### src/rtl/sai_pkg.sv
package sai_pkg;
  localparam int SAMPLE_W = 24;
  typedef logic [SAMPLE_W-1:0] sample_t;

  typedef enum logic [1:0] {
    RES_24 = 2'b00,
    RES_20 = 2'b01,
    RES_16 = 2'b10,
    RES_RSV = 2'b11
  } res_e;

  // keep the last N bits of a right-justified word, MSB-aligned
  function automatic sample_t rj_align(sample_t s, logic [1:0] res);
    case (res)
      RES_20:  return {s[19:0], 4'b0};
      RES_16:  return {s[15:0], 8'b0};
      default: return s;
    endcase
  endfunction
endpackage

### src/rtl/sai_clkgen.sv
module sai_clkgen #(
  parameter int CLK_DIV   = 4,
  parameter int HALF_BITS = 32
) (
  input  logic clk_i,
  input  logic rst_ni,
  input  logic en_i,
  input  logic fall_i,
  input  logic lr_inv_i,
  output logic sclk_o,
  output logic lrck_o
);
  localparam int DIV_W = (CLK_DIV > 1) ? $clog2(CLK_DIV) : 1;
  localparam int BIT_W = (HALF_BITS > 1) ? $clog2(HALF_BITS) : 1;

  logic [DIV_W-1:0] div_q;
  logic [BIT_W-1:0] bit_q;
  logic raw_q, ch_q;
  logic tick;

  assign tick = (div_q == DIV_W'(CLK_DIV - 1));

  always_ff @(posedge clk_i or negedge rst_ni) begin
    if (!rst_ni) begin
      div_q <= '0;
      bit_q <= '0;
      raw_q <= 1'b0;
      ch_q  <= 1'b0;
    end else if (!en_i) begin
      div_q <= '0;
      bit_q <= '0;
      raw_q <= 1'b0;
      ch_q  <= 1'b0;
    end else begin
      div_q <= tick ? '0 : div_q + 1'b1;
      if (tick) begin
        raw_q <= ~raw_q;
        // word clock moves on the non-sampling edge
        if (raw_q) begin
          if (bit_q == BIT_W'(HALF_BITS - 1)) begin
            bit_q <= '0;
            ch_q  <= ~ch_q;
          end else begin
            bit_q <= bit_q + 1'b1;
          end
        end
      end
    end
  end

  assign sclk_o = en_i & (raw_q ^ fall_i);
  assign lrck_o = en_i & (ch_q ^ lr_inv_i);

  AST_LR_ON_IDLE_EDGE: assert property (@(posedge clk_i) disable iff (!rst_ni)
    (en_i && $past(en_i) && $changed(lrck_o)) |-> (sclk_o == fall_i));
endmodule

### src/rtl/sai_sync.sv
module sai_sync #(
  parameter int STAGES = 2
) (
  input  logic clk_i,
  input  logic rst_ni,
  input  logic fall_i,
  input  logic sclk_i,
  input  logic lrck_i,
  input  logic sdata_i,
  output logic evt_o,
  output logic lr_o,
  output logic dat_o
);
  logic [2:0] pipe_q [STAGES];
  logic edge_lvl, edge_q;

  for (genvar g = 0; g < STAGES; g++) begin : g_stage
    if (g == 0) begin : g_first
      always_ff @(posedge clk_i or negedge rst_ni) begin
        if (!rst_ni) pipe_q[g] <= '0;
        else         pipe_q[g] <= {sclk_i, lrck_i, sdata_i};
      end
    end else begin : g_next
      always_ff @(posedge clk_i or negedge rst_ni) begin
        if (!rst_ni) pipe_q[g] <= '0;
        else         pipe_q[g] <= pipe_q[g-1];
      end
    end
  end

  assign edge_lvl = pipe_q[STAGES-1][2] ^ fall_i;

  // reset high so a falling-edge setup gives no spurious first event
  always_ff @(posedge clk_i or negedge rst_ni) begin
    if (!rst_ni) edge_q <= 1'b1;
    else         edge_q <= edge_lvl;
  end

  assign evt_o = edge_lvl & ~edge_q;
  assign lr_o  = pipe_q[STAGES-1][1];
  assign dat_o = pipe_q[STAGES-1][0];

  AST_EVT_SPACED: assert property (@(posedge clk_i) disable iff (!rst_ni)
    evt_o |=> !evt_o);
endmodule

### src/rtl/sai_deser.sv
module sai_deser
  import sai_pkg::*;
(
  input  logic       clk_i,
  input  logic       rst_ni,
  input  logic       evt_i,
  input  logic       lr_i,
  input  logic       dat_i,
  input  logic       lr_inv_i,
  input  logic       delay_i,
  input  logic       rj_i,
  input  logic [1:0] res_i,
  output sample_t    left_o,
  output sample_t    right_o,
  output logic       valid_o
);
  localparam int CNT_W = 6;
  localparam int POS_W = $clog2(SAMPLE_W);

  logic primed_q, started_q, prev_left_q, left_ok_q, valid_q;
  logic [CNT_W-1:0] k_q, k_new;
  sample_t acc_q, sr_q, hold_q, left_q, right_q;
  sample_t acc_new, sr_new, word_done, acc_base, sr_base;
  logic [CNT_W:0] d_idx;
  logic is_left, trans, hit;

  always_comb begin
    is_left  = lr_i ^ lr_inv_i;
    trans    = primed_q && (is_left != prev_left_q);
    if (trans)                          k_new = '0;
    else if (k_q == {CNT_W{1'b1}})      k_new = k_q;
    else                                k_new = k_q + 1'b1;
    d_idx    = {1'b0, k_new} - {{CNT_W{1'b0}}, delay_i};
    hit      = !d_idx[CNT_W] && (d_idx < (CNT_W+1)'(SAMPLE_W));
    acc_base = trans ? '0 : acc_q;
    sr_base  = trans ? '0 : sr_q;
    acc_new  = acc_base;
    if (hit) acc_new[POS_W'(SAMPLE_W-1) - d_idx[POS_W-1:0]] = dat_i;
    sr_new    = {sr_base[SAMPLE_W-2:0], dat_i};
    word_done = rj_i ? rj_align(sr_q, res_i) : acc_q;
  end

  always_ff @(posedge clk_i or negedge rst_ni) begin
    if (!rst_ni) begin
      primed_q    <= 1'b0;
      started_q   <= 1'b0;
      prev_left_q <= 1'b0;
      left_ok_q   <= 1'b0;
      valid_q     <= 1'b0;
      k_q         <= '0;
      acc_q       <= '0;
      sr_q        <= '0;
      hold_q      <= '0;
      left_q      <= '0;
      right_q     <= '0;
    end else begin
      valid_q <= 1'b0;
      if (evt_i) begin
        prev_left_q <= is_left;
        if (!primed_q) begin
          primed_q <= 1'b1;
          k_q      <= '0;
        end else begin
          k_q   <= k_new;
          acc_q <= acc_new;
          sr_q  <= sr_new;
          if (trans) begin
            started_q <= 1'b1;
            if (started_q) begin
              if (prev_left_q) begin
                hold_q    <= word_done;
                left_ok_q <= 1'b1;
              end else if (left_ok_q) begin
                left_q    <= hold_q;
                right_q   <= word_done;
                valid_q   <= 1'b1;
                left_ok_q <= 1'b0;
              end
            end
          end
        end
      end
    end
  end

  assign left_o  = left_q;
  assign right_o = right_q;
  assign valid_o = valid_q;

  AST_VALID_PULSE: assert property (@(posedge clk_i) disable iff (!rst_ni)
    valid_q |=> !valid_q);
  AST_RJ_TRUNC: assert property (@(posedge clk_i) disable iff (!rst_ni)
    (valid_q && rj_i && res_i == RES_16) |-> (right_q[7:0] == 8'h00));
endmodule

### src/rtl/serial_audio_rx.sv
module serial_audio_rx
  import sai_pkg::*;
#(
  parameter int CLK_DIV     = 4,
  parameter int HALF_BITS   = 32,
  parameter int SYNC_STAGES = 2
) (
  input  logic                clk_i,
  input  logic                rst_ni,
  input  logic                cfg_master_i,
  input  logic                cfg_rj_i,
  input  logic                cfg_delay_i,
  input  logic                cfg_sclk_fall_i,
  input  logic                cfg_lr_inv_i,
  input  logic [1:0]          cfg_res_i,
  input  logic                sclk_i,
  input  logic                lrck_i,
  input  logic                sdata_i,
  output logic                sclk_o,
  output logic                lrck_o,
  output logic [SAMPLE_W-1:0] left_o,
  output logic [SAMPLE_W-1:0] right_o,
  output logic                valid_o
);
  logic gen_sclk, gen_lrck;
  logic line_sclk, line_lrck;
  logic evt, lr_s, dat_s;

  sai_clkgen #(.CLK_DIV(CLK_DIV), .HALF_BITS(HALF_BITS)) u_clkgen (
    .clk_i    (clk_i),
    .rst_ni   (rst_ni),
    .en_i     (cfg_master_i),
    .fall_i   (cfg_sclk_fall_i),
    .lr_inv_i (cfg_lr_inv_i),
    .sclk_o   (gen_sclk),
    .lrck_o   (gen_lrck)
  );

  // generated clocks take the same synchronised path as external ones
  assign line_sclk = cfg_master_i ? gen_sclk : sclk_i;
  assign line_lrck = cfg_master_i ? gen_lrck : lrck_i;

  sai_sync #(.STAGES(SYNC_STAGES)) u_sync (
    .clk_i   (clk_i),
    .rst_ni  (rst_ni),
    .fall_i  (cfg_sclk_fall_i),
    .sclk_i  (line_sclk),
    .lrck_i  (line_lrck),
    .sdata_i (sdata_i),
    .evt_o   (evt),
    .lr_o    (lr_s),
    .dat_o   (dat_s)
  );

  sai_deser u_deser (
    .clk_i    (clk_i),
    .rst_ni   (rst_ni),
    .evt_i    (evt),
    .lr_i     (lr_s),
    .dat_i    (dat_s),
    .lr_inv_i (cfg_lr_inv_i),
    .delay_i  (cfg_delay_i),
    .rj_i     (cfg_rj_i),
    .res_i    (cfg_res_i),
    .left_o   (left_o),
    .right_o  (right_o),
    .valid_o  (valid_o)
  );

  assign sclk_o = gen_sclk;
  assign lrck_o = gen_lrck;

  AST_SLAVE_QUIET: assert property (@(posedge clk_i) disable iff (!rst_ni)
    !cfg_master_i |-> (!sclk_o && !lrck_o));
endmodule

### config.mk
export PLATFORM = sky130hd
export DESIGN_NAME = serial_audio_rx
export DESIGN_NICKNAME = d
export VERILOG_FILES = /design/src/rtl/sai_pkg.sv /design/src/rtl/sai_clkgen.sv /design/src/rtl/sai_sync.sv /design/src/rtl/sai_deser.sv /design/src/rtl/serial_audio_rx.sv
export SDC_FILE = /design/constraint.sdc
export NUM_CORES = 1
export LEC_CHECK = 0
export ABC_AREA = 1
export BUFFER_PORTS_ARGS = -buffer_cell sky130_fd_sc_hd__buf_2
export CAP_MARGIN = 30
export CORE_MARGIN = 5
export CORE_UTILIZATION = 64
export CTS_BUF_LIST = sky130_fd_sc_hd__clkbuf_8 sky130_fd_sc_hd__clkbuf_16
export DETAILED_ROUTE_END_ITERATION = 8
export PLACE_DENSITY_LB_ADDON = 0.12
export REMOVE_ABC_BUFFERS = 1
export SYNTH_ARGS = -nofsm -noshare
export SYNTH_HDL_FRONTEND = slang
export SYNTH_SLANG_ARGS = --single-unit
### constraint.sdc
create_clock -name clk_i -period 7.3 [get_ports clk_i]
set_input_delay 0.365 -clock clk_i [delete_from_list [all_inputs] [get_ports clk_i]]
set_output_delay 0.365 -clock clk_i [all_outputs]
set_load 0.02 [all_outputs]
==> reports/results.ini, run 1 <==
[place]
place.port_buffers=62
dpl.hpwl_mm=10.60
gp_congestion=0.8861
post-place-ws_ps=3802
dp_cells=1056
placed_area_mm2=0.007378

[worst_hold_path]
hp-class=input port to flop

[pwr]
pwr-share-seq_pct=39.4
p_int_mw=1.882
totalPowerFinal_mw=2.951
pwr-share-comb_pct=30.0
p_clk_share_pct=30.6
leakagePower_nw=4.078
p_per_area_mw_per_mm2=367.0
netSwitchingFraction_pct=36.20
p_sw_mw=1.068
peakVddDrop_mv=0.2515

[timing]
worst_slew_pin_slew_ps=983.6
min_period_ps=3441
hold_viol_final=0
relSlewSlack_pct=34.36
period_share_pct=47.13
setup_tns_ps=0
rsz0062_at_grt=false
setup_slack_ps=3859
holdWs_ps=48.49
final-setup-viol-count=0
fmax_mhz=290.6
skew_ps=5.288
slew_viol_final=0

[die]
start_util_pct=65.04
die_area_mm2=0.01322
die_y_um=115.0
rows=38
die_width_um=115.0
coreArea_mm2=0.01084
ios=63

[grt]
grt_antenna_before_repair=0
grt_overflow_total=0
grtUsageTotal_pct=26.38
grt_pass1_vias=6148
grt_start_max_net_pins=92
grt_pass1_wl_mm=28.08

[routing]
drc=0
drt_wl_total_mm=16.53
antenna_left=0
via_per_inst=5.747
dr_total_vias=6264
drtPass1Iterations=6
drtIter0Drc=599
wire_per_inst_um=15.17

[setup_path]
crit_buf_inv=2
timing.rr.start=u_sync.lr_o$_DFF_PN0_
startpoint_type=flop
worst-setup-path-type=flop to flop
timing.reg2reg.setup_slack_ps=3860
crit_arrival_ps=3910
r2r-end=u_deser.acc_q[0]$_DFFE_PN0P_
end_kind=flop
worstSetupPathDepth=17
critPathRequiredTime_ps=7770
ff2ff_path_depth=17
path_cells=inv_1, nand2_1, nand3_1, nand3_4, nand3_1, ha_1, ha_1, nand3_1, nand2_1, nand2_1, nand2_1, inv_2, nor2_4, nand2_1, nand2_1, nand3_1, nand2_1
critPathSlowestCell=nor2_4
worst_path_dominant_cell_family=simple AND/OR/NAND/NOR gates
crit_path_max_incr_delay_ps=720
worstSetupStartpoint=u_sync.lr_o$_DFF_PN0_
critPathMaxFanout=48
crit_path_end=u_deser.acc_q[0]$_DFFE_PN0P_
critPathMostFrequentCell=nand2_1

[clocking]
cts_tree=yes
cts_max_path_buffers=2
cts.htree.levels=4
clockRootBuffer=clkbuf_8
clk-insertion-delay-late_ps=540
path_clk_slew_ps=60
clkSinkCount=147
post_cts_buffers=0
hold_buffers=2
cts_resized=0
numCtsBuffers=17

[cells_and_area]
final_area_mm2=0.008039
antennaDiodeCount=0
instances_no_fill=1090
layout.nets=958
fin_util_pct=74.16
drive_gt1_share_pct=11.79
synthToLayoutAreaGrowth_pct=14.02

[synth]
synth-adder-area-share_pct=1.420
synthMuxAreaShare_pct=0
ys_seq_elements=147
yosysSeqAreaShare_pct=52.19
synth_edf_count=0
synth_xor_area_share_pct=0.2484
yosysTopAreaCell=dfrtp_1
synth_top_family_by_area=simple AND/OR/NAND/NOR gates
synth.cell_area_mm2=0.007051
async_flop_share_pct=100.0
synth_top_cells_by_area=dfrtp_1 (52%), nand2_1 (17%), nand3_1 (4.7%), inv_1 (4.0%), o21ai_0 (3.2%)
synth-warning-count=0
synth_common_cells=nand2_1 (321), dfrtp_1 (146), inv_1 (76), nand3_1 (66), nor2_1 (53)
synth_top_area_share_pct=51.82
syn_avg_cell_area_um2=7.886
synth_ff_type=dfrtp_1
synth.distinct_cells=32
synth-compound-area-share_pct=11.89
postSynthCellCount=894
synth-simple-area-share_pct=26.97
yosysMostFrequentCell=nand2_1

[outcome]
status=finished, final reports clean

[job]
cap_viol_max_count=0

## tightest hold or removal path: cells and delay by family
| family | cells | cell delay [ps] |
|---|---|---|
| AND/OR/NAND/NOR | 1 | 40 |
| AO/OA/AOI/OAI | 1 | 60 |
| buffers and inverters | 1 | 80 |
## worst min path at each step
stage | startpoint | endpoint | depth (start not counted)
floorplan | rst_ni | u_clkgen.bit_q[0]$_DFFE_PN0P_ | 0
global placement | u_sync.pipe_q[5]$_DFF_PN0_ | u_sync.pipe_q[2]$_DFF_PN0_ | 0
detailed placement | u_sync.pipe_q[4]$_DFF_PN0_ | u_sync.lr_o$_DFF_PN0_ | 0
CTS | sclk_i | u_sync.pipe_q[5]$_DFF_PN0_ | 3
global route | lrck_i | u_sync.pipe_q[4]$_DFF_PN0_ | 3
finish | sclk_i | u_sync.pipe_q[5]$_DFF_PN0_ | 3
## kinds of logic after synthesis
| group | after synthesis |
|---|---|
| adders and majority gates | 8 |
| buffers and inverters | 125 |
| and+or+nand+nor | 463 |
| DFF | 147 |
| xor gates and xnor gates | 2 |
| AOI/OAI and AO/OA | 149 |
## cell type report
cell class	count	area [µm²]
clock buffers	20	455.4
fillers	816	2801
repair buffers	69	406.6
inverters	81	304.0
well taps	140	175.2
flip-flops and latches	147	3680
multi-input cells	622	2860
clock inverters	11	157.7
## metal layers
layer | routed length, µm | track usage (%)
met3 | 1206 | 5.947
met4 | 407 | 12.21
met5 | 0 | 0
met1 | 6970 | 33.72
met2 | 7949 | 43.02
## power by group through the flow
| stage | Combinational, mW | Clock [mW] | Sequential (mW) |
|---|---|---|---|
| floorplan | 0.458 | 0 | 1.29 |
| global placement | 0.842 | 0 | 1.16 |
| detailed placement | 0.872 | 0 | 1.17 |
| CTS | 0.885 | 0.911 | 1.16 |
| global route | 0.990 | 0.952 | 1.19 |
| finish | 0.884 | 0.903 | 1.16 |
## sequential cells by signal, summed over array words and instances (netlist names), 2 cells and up
name / count
u_deser.acc_q: 24
u_deser.hold_q: 24
u_deser.left_o: 24
u_deser.right_o: 24
u_deser.sr_q: 24
u_deser.k_q: 6
u_clkgen.bit_q: 5
u_sync.pipe_q: 4
u_clkgen.div_q: 2
## cells in the final DEF, fill, tap and decap left out, types with 2 or more instances in the layout
cell,netlist,final
dlygate4sd3_1,0,2
nand2_1,321,321
nor2_2,1,2
a31oi_1,5,5
nand3_1,66,66
o21ai_1,24,24
o21ai_0,45,45
nor2_1,53,52
nand4_1,8,8
o221ai_1,8,8
clkinv_2,0,5
ha_1,8,8
inv_2,5,5
clkbuf_8,0,4
nand2_2,2,2
nor3_1,7,7
a21oi_1,28,28
bufinv_16,0,4
buf_4,1,3
o21ai_2,2,2
buf_2,14,61
inv_1,76,77
o22ai_1,36,36
dfrtp_1,146,146
clkbuf_16,0,16
Note: power is estimated with default switching activity, not from simulation.
==> inputs of run 2 (changes only) <==
--- a/config.mk
+++ b/config.mk
@@ -9,7 +9,7 @@
 export BUFFER_PORTS_ARGS = -buffer_cell sky130_fd_sc_hd__buf_2
 export CAP_MARGIN = 30
 export CORE_MARGIN = 5
-export CORE_UTILIZATION = 64
+export CORE_UTILIZATION = 60
 export CTS_BUF_LIST = sky130_fd_sc_hd__clkbuf_8 sky130_fd_sc_hd__clkbuf_16
 export DETAILED_ROUTE_END_ITERATION = 8
 export PLACE_DENSITY_LB_ADDON = 0.12
==> constraint.sdc (replaced) <==
create_clock -name clk_i -period 3.5 [get_ports clk_i]
set_input_delay 0.175 -clock clk_i [delete_from_list [all_inputs] [get_ports clk_i]]
set_output_delay 0.175 -clock clk_i [all_outputs]
set_load 0.02 [all_outputs]
==> run 2 against run 1 <==
Effect of this change:
- global-route usage decreased by 1.7 points
- via count grew 0.48%
- register-to-register slack worse by 3400 ps
- final cell count up 0.83%
- critical path type unchanged
- critical endpoint is now u_deser.acc_q[1]$_DFFE_PN0P_
- largest cell class unchanged
- highest routed layer unchanged
==> reports/results.ini, run 2 (synthesized netlist as in run 1, its figures left out) <==
[outcome]
status=finished, final reports clean

[die]
start_util_pct=61.48
rows=39
ios=63
coreArea_mm2=0.01147
die_area_mm2=0.01402
die_width_um=118.4
die_y_um=118.4

[place]
place.port_buffers=62
post-place-ws_ps=469.1
gp_congestion=0.8409
dpl.hpwl_mm=11.03
placed_area_mm2=0.007417

[setup_path]
worst-setup-path-type=flop to flop
critPathRequiredTime_ps=3810
end_kind=flop
startpoint_type=flop
crit_arrival_ps=3380
critPathMaxFanout=48

[clocking]
clkSinkCount=147
cts.htree.levels=4
cts_tree=yes
numCtsBuffers=17
post_cts_buffers=0
clk-insertion-delay-late_ps=430
clockRootBuffer=clkbuf_16
cts_max_path_buffers=2
cts_resized=0
path_clk_slew_ps=60

[timing]
period_share_pct=87.61
fmax_mhz=326.1
setup_tns_ps=0
worst_slew_pin_slew_ps=971.3
slew_viol_final=0
hold_viol_final=0
relSlewSlack_pct=35.17
skew_ps=5.266
min_period_ps=3066
rsz0062_at_grt=false
final-setup-viol-count=0
setup_slack_ps=433.7

[routing]
drtIter0Drc=839
drc=0
drtPass1Iterations=5
dr_total_vias=6294
antenna_left=0
wire_per_inst_um=15.22
drt_wl_total_mm=16.73
via_per_inst=5.727

[pwr]
netSwitchingFraction_pct=37.14
p_clk_share_pct=28.9
totalPowerFinal_mw=6.026
p_per_area_mw_per_mm2=748.8
peakVddDrop_mv=0.5003
pwr-share-comb_pct=31.0
leakagePower_nw=4.086
p_sw_mw=2.238
pwr-share-seq_pct=40.1
p_int_mw=3.788

[cells_and_area]
antennaDiodeCount=0
drive_gt1_share_pct=11.82
fin_util_pct=70.18
final_area_mm2=0.008048
final_cell_mix=nand2_1 (321), dfrtp_1 (146), inv_1 (80)
layout.nets=963
synthToLayoutAreaGrowth_pct=14.14
mostFrequentLayoutCell=nand2_1

[job]
cap_viol_max_count=0

[worst_hold_path]
hp-class=input port to flop

[grt]
grt_antenna_before_repair=0
grt_start_max_net_pins=110
grt_pass1_vias=6041
grtUsageTotal_pct=24.68
grt_overflow_total=0
grt_pass1_wl_mm=28.61

[run 2: changes by cell type in the layout (fill, tap and decap cells not counted), sizes merged]
| cell | before | now |
|---|---|---|
| clkinvlp | 0 | 2 |
| clkbuf | 20 | 18 |
| dlygate4sd3 | 2 | 4 |
| buf | 67 | 70 |
| clkinv | 5 | 6 |
| inv | 83 | 85 |
| bufinv | 4 | 2 |
[run 2: layer usage]
| metal | vias up | global-route usage [%] | part of all wire [%] |
|---|---|---|---|
| met1 | 2994 | 32.16 | 41 |
| met2 | 259 | 40.05 | 50 |
| met4 | 0 | 10.99 | 2.5 |
| met5 | - | 0 | 0 |
| met3 | 32 | 5.205 | 6.8 |
| li1 | 3009 | - | - |
[run 2: stage by stage]
step	cells	hold slack, ps
after global routing	1099	55.00
after floorplan	850	-120.6
after CTS	1098	26.34
after detailed placement	1062	285.2
final	1099	30.84
after global placement	1061	285.8
[run 2: timing repair]
| item | 4_1_cts | 5_1_grt |
|---|---|---|
| endpoints found under the setup margin | 0 | 0 |
| hold buffers | 4 | 0 |
| endpoints found under the hold margin | 110 | 0 |
[run 2: area by class of cell]
type                       instances  area [µm²]
sequential                       147        3680
fill                             888        3420
multi-input combinational        622        2860
timing repair buffer              74       461.7
clock buffer                      18       439.2
inverter                          81       304.0
tap                              143       178.9
clock inverter                    14       123.9
[run 2: path summary, 6_finish.rpt]
| check | startpoint | endpoint | slack (ps) | cells after the start |
|---|---|---|---|---|
| worst min register to register | u_sync.pipe_q[5]$_DFF_PN0_ | u_sync.pipe_q[2]$_DFF_PN0_ | 350 | 0 |
| worst max-delay path | u_deser.k_q[0]$_DFFE_PN0P_ | u_deser.acc_q[1]$_DFFE_PN0P_ | 430 | 18 |
| worst min-delay path | cfg_sclk_fall_i | u_sync.edge_q$_DFF_PN1_ | 30 | 4 |
| worst max register to register | u_deser.k_q[0]$_DFFE_PN0P_ | u_deser.acc_q[1]$_DFFE_PN0P_ | 430 | 18 |
| max in group asynchronous | rst_ni | u_sync.edge_q$_DFF_PN1_ | 2690 | 3 |
| min in group asynchronous | rst_ni | u_deser.right_o[1]$_DFFE_PN0P_ | 110 | 2 |
[run 2: critical path, cell delays in order (launching register included)]
cell and delay (ps):
dfrtp_1 430, ha_1 250, nand2_1 100, inv_1 70, nand2_1 100, nand2_1 60, nand3_1 100, ha_1 240
ha_1 310, nand3_1 130, nand2_1 70, nand2_1 80, nand2_1 110, inv_2 50, nor2_4 80, buf_4 390
nand3_1 170, nand3_1 140, nand2_1 60
[run 2: power by group through the flow]
stage / clock [mW] / sequential, mW / combinational [mW]
3_5_place_dp: 0 / 2.44 / 1.85
6_report: 1.74 / 2.42 / 1.87
3_3_place_gp: 0 / 2.42 / 1.79
4_1_cts: 1.76 / 2.42 / 1.87
5_1_grt: 1.84 / 2.48 / 2.08
2_1_floorplan: 0 / 2.70 / 0.955
==> inputs of run 3 (changes only) <==
--- a/config.mk
+++ b/config.mk
@@ -5,15 +5,16 @@
 export SDC_FILE = /design/constraint.sdc
 export NUM_CORES = 1
 export LEC_CHECK = 0
-export ABC_AREA = 1
+export ABC_AREA = 0
 export BUFFER_PORTS_ARGS = -buffer_cell sky130_fd_sc_hd__buf_2
 export CAP_MARGIN = 30
 export CORE_MARGIN = 5
-export CORE_UTILIZATION = 60
+export CORE_UTILIZATION = 54
 export CTS_BUF_LIST = sky130_fd_sc_hd__clkbuf_8 sky130_fd_sc_hd__clkbuf_16
 export DETAILED_ROUTE_END_ITERATION = 8
 export PLACE_DENSITY_LB_ADDON = 0.12
 export REMOVE_ABC_BUFFERS = 1
+export SKIP_LAST_GASP = 1
 export SYNTH_ARGS = -nofsm -noshare
 export SYNTH_HDL_FRONTEND = slang
 export SYNTH_SLANG_ARGS = --single-unit
==> constraint.sdc (replaced) <==
create_clock -name clk_i -period 2.8 [get_ports clk_i]
set_input_delay 0.14 -clock clk_i [delete_from_list [all_inputs] [get_ports clk_i]]
set_output_delay 0.14 -clock clk_i [all_outputs]
set_load 0.02 [all_outputs]
==> run 3 against run 2 <==
Effect of this change:
- the flow now finishes with violations (negative setup slack)
- wire length rose by 0.84%
- total power rose by 43%
- non-clock buffer count rose by 53
- utilization fell by 0.88 points
- critical path type unchanged
- largest power group is now combinational logic
- combinational power rose by 91%
- area after synthesis fell by 1.9%
- largest cell class unchanged
- via count fell by 11%
- sequential cell count did not move
- clock-buffer cell count rose by 2
- fmax rose by 7.6%
==> reports/results.ini, run 3 <==
[outcome]
status=complete, but fails checks
violations=negative setup slack

[setup_path]
end_kind=flop
path_cells=ha_2, and4_4, nand2_4, xnor2_2, nand2_2, ha_4, buf_4, nor2b_4, nand3_2, mux2i_2, nand2_2, buf_4, and3_4, a221o_1
critPathSlowestCell=dfrtp_1
crit_path_max_incr_delay_ps=370
critPathRequiredTime_ps=3110
crit_arrival_ps=3160
critPathMaxFanout=4
startpoint_type=flop
worst-setup-path-type=flop to flop

[synth]
synth.distinct_cells=51
async_flop_share_pct=100.0
synth_ff_type=dfrtp_1
ys_seq_elements=147
synth_edf_count=0
synth_common_cells=dfrtp_1 (146), nand2_1 (103), o21ai_0 (77), clkbuf_1 (45), mux2_2 (34)
syn_avg_cell_area_um2=10.23
yosysMostFrequentCell=dfrtp_1
synth_top_area_share_pct=52.82
synth.cell_area_mm2=0.006917
postSynthCellCount=676
synth-warning-count=0
synth_top_cells_by_area=dfrtp_1 (53%), nand2_1 (5.6%), o21ai_0 (5.6%), mux2_2 (5.5%), a22o_1 (3.0%)
yosysSeqAreaShare_pct=53.20
yosysTopAreaCell=dfrtp_1

[grt]
met3_usage_pct=5.535
grtUsageTotal_pct=22.92
gr-max-usage-layer=met2
met2_usage_pct=37.51
grt_pass1_vias=5486
grt_pass1_wl_mm=27.21
grt_overflow_total=0
grt_antenna_before_repair=0
grt_start_max_net_pins=70
met1_usage_pct=29.80

[timing]
relSlewSlack_pct=47.77
slew_viol_final=0
skew_ps=10.02
min_period_ps=2849
final-setup-viol-count=12
hold_viol_final=0
period_share_pct=101.8
rsz0062_at_grt=true
fmax_mhz=351.0
worst_slew_pin_slew_ps=783.4
setup_slack_ps=-49.02

[cells_and_area]
layout.nets=791
instances_no_fill=956
fin_util_pct=69.30
fillerInstances=950
final_cell_mix=dfrtp_1 (146), nand2_1 (98), o21ai_0 (67)
antennaDiodeCount=0
synthToLayoutAreaGrowth_pct=25.92
drive_gt1_share_pct=31.12
mostFrequentLayoutCell=dfrtp_1

[clocking]
numCtsBuffers=17
cts.htree.levels=4
cts_max_path_buffers=2
cts_tree=yes
clockRootBuffer=clkbuf_16
path_clk_slew_ps=60
clk-insertion-delay-late_ps=430
clkSinkCount=147

[die]
start_util_pct=55.03
rows=41
die_area_mm2=0.01517
die_width_um=123.2
die_y_um=123.2
ios=63
coreArea_mm2=0.01257

[pwr]
p_clk_share_pct=24.8
p_sw_mw=3.213
p_per_area_mw_per_mm2=986.1
pwr-share-comb_pct=41.7
p_int_mw=5.376
netSwitchingFraction_pct=37.41
leakagePower_nw=4.080
peakVddDrop_mv=0.6164
pwr-share-seq_pct=33.4

[place]
dp_cells=905
place.port_buffers=62
gp_congestion=0.8959
dpl.hpwl_mm=10.94

[routing]
drc=0
wire_per_inst_um=17.65
drt_wl_total_mm=16.87
antenna_left=0
dr_total_vias=5610
drtPass1Iterations=5
drtIter0Drc=485
via_per_inst=5.868

[job]
cap_viol_max_count=0

[worst_hold_path]
hp-class=input port to flop

-- run 3: power groups by stage --
stage	clock network [mW]	logic, mW	registers, mW
after floorplan	0	1.42	3.03
after global placement	0	2.68	2.87
after detailed placement	0	2.73	2.91
after CTS	2.17	3.03	2.87
after global routing	2.25	3.88	2.93
final	2.13	3.58	2.87
-- run 3: final cells by class --
class / instances / area [µm²] / share of cell area (%)
Multi-Input combinational cell: 470 / 3338 / 38.33
Timing Repair Buffer: 127 / 888.4 / 10.20
Sequential cell: 147 / 3680 / 42.25
Tap cell: 172 / 215.2 / 2.471
Inverter: 8 / 30.03 / 0.3448
Clock buffer: 20 / 466.7 / 5.358
Clock inverter: 12 / 91.34 / 1.049
-- run 3: worst max-delay path, delay by kind of cell (launching register included) --
kind | cells | cell delay, ps
compound gates | 1 | 320
fa+ha+maj | 2 | 370
xor+xnor | 1 | 190
buf+inv | 2 | 310
flops | 1 | 370
mux | 1 | 290
simple gates | 7 | 900
-- run 3: kinds of logic (layout without fill, tap and decap cells) --
family	Yosys count	after routing	share of synthesized area (%)
fa+ha+maj	8	8	1.447
compound gates	182	182	17.00
flops	147	147	53.20
mux	51	51	7.996
xor+xnor	11	11	1.628
simple gates	218	218	15.38
buf+inv	59	167	3.347
-- run 3: final timing paths --
path | slack [ps] | start | to | cells after the start
max | -50 | u_deser.k_q[0]$_DFFE_PN0P_ | u_deser.acc_q[13]$_DFFE_PN0P_ | 14
min | 60 | cfg_lr_inv_i | u_deser.prev_left_q$_DFFE_PN0P_ | 3
max reg2reg | -50 | u_deser.k_q[0]$_DFFE_PN0P_ | u_deser.acc_q[13]$_DFFE_PN0P_ | 14
min reg2reg | 350 | u_sync.pipe_q[4]$_DFF_PN0_ | u_sync.lr_o$_DFF_PN0_ | 0
max in group asynchronous | 1810 | rst_ni | u_deser.right_o[14]$_DFFE_PN0P_ | 3
min in group asynchronous | 250 | rst_ni | u_deser.left_o[11]$_DFFE_PN0P_ | 2
-- run 3: per-layer routing --
metal | vias to the layer above | wire, µm
met4 | 0 | 304
met1 | 2791 | 7172
li1 | 2636 | -
met3 | 29 | 762
met5 | - | 0
met2 | 154 | 8631
-- run 3: stage by stage --
step | power (mW) | cell area [µm²] | setup slack, ps | setup TNS, ps | hold slack, ps
2_1_floorplan | 4.444 | 6715 | -1681 | -103060 | -155.6
3_3_place_gp | 5.551 | 7617 | -138.0 | -2194 | 128.0
3_5_place_dp | 5.637 | 7617 | -315.0 | -5622 | 135.4
4_1_cts | 8.067 | 8399 | 2.518 | 0 | 36.99
5_1_grt | 9.050 | 8710 | -182.3 | -2988 | 63.52
6_report | 8.588 | 8710 | -49.02 | -344.1 | 55.20
-- run 3: timing repair --
| action | CTS | global route |
|---|---|---|
| gates resized for setup | 19 | 67 |
| setup buffers | 13 | 3 |
| hold buffers | 5 | 0 |
| pin swaps | 6 | 21 |
| setup endpoints to repair | 24 | 25 |
| endpoints found under the hold margin | 57 | 0 |
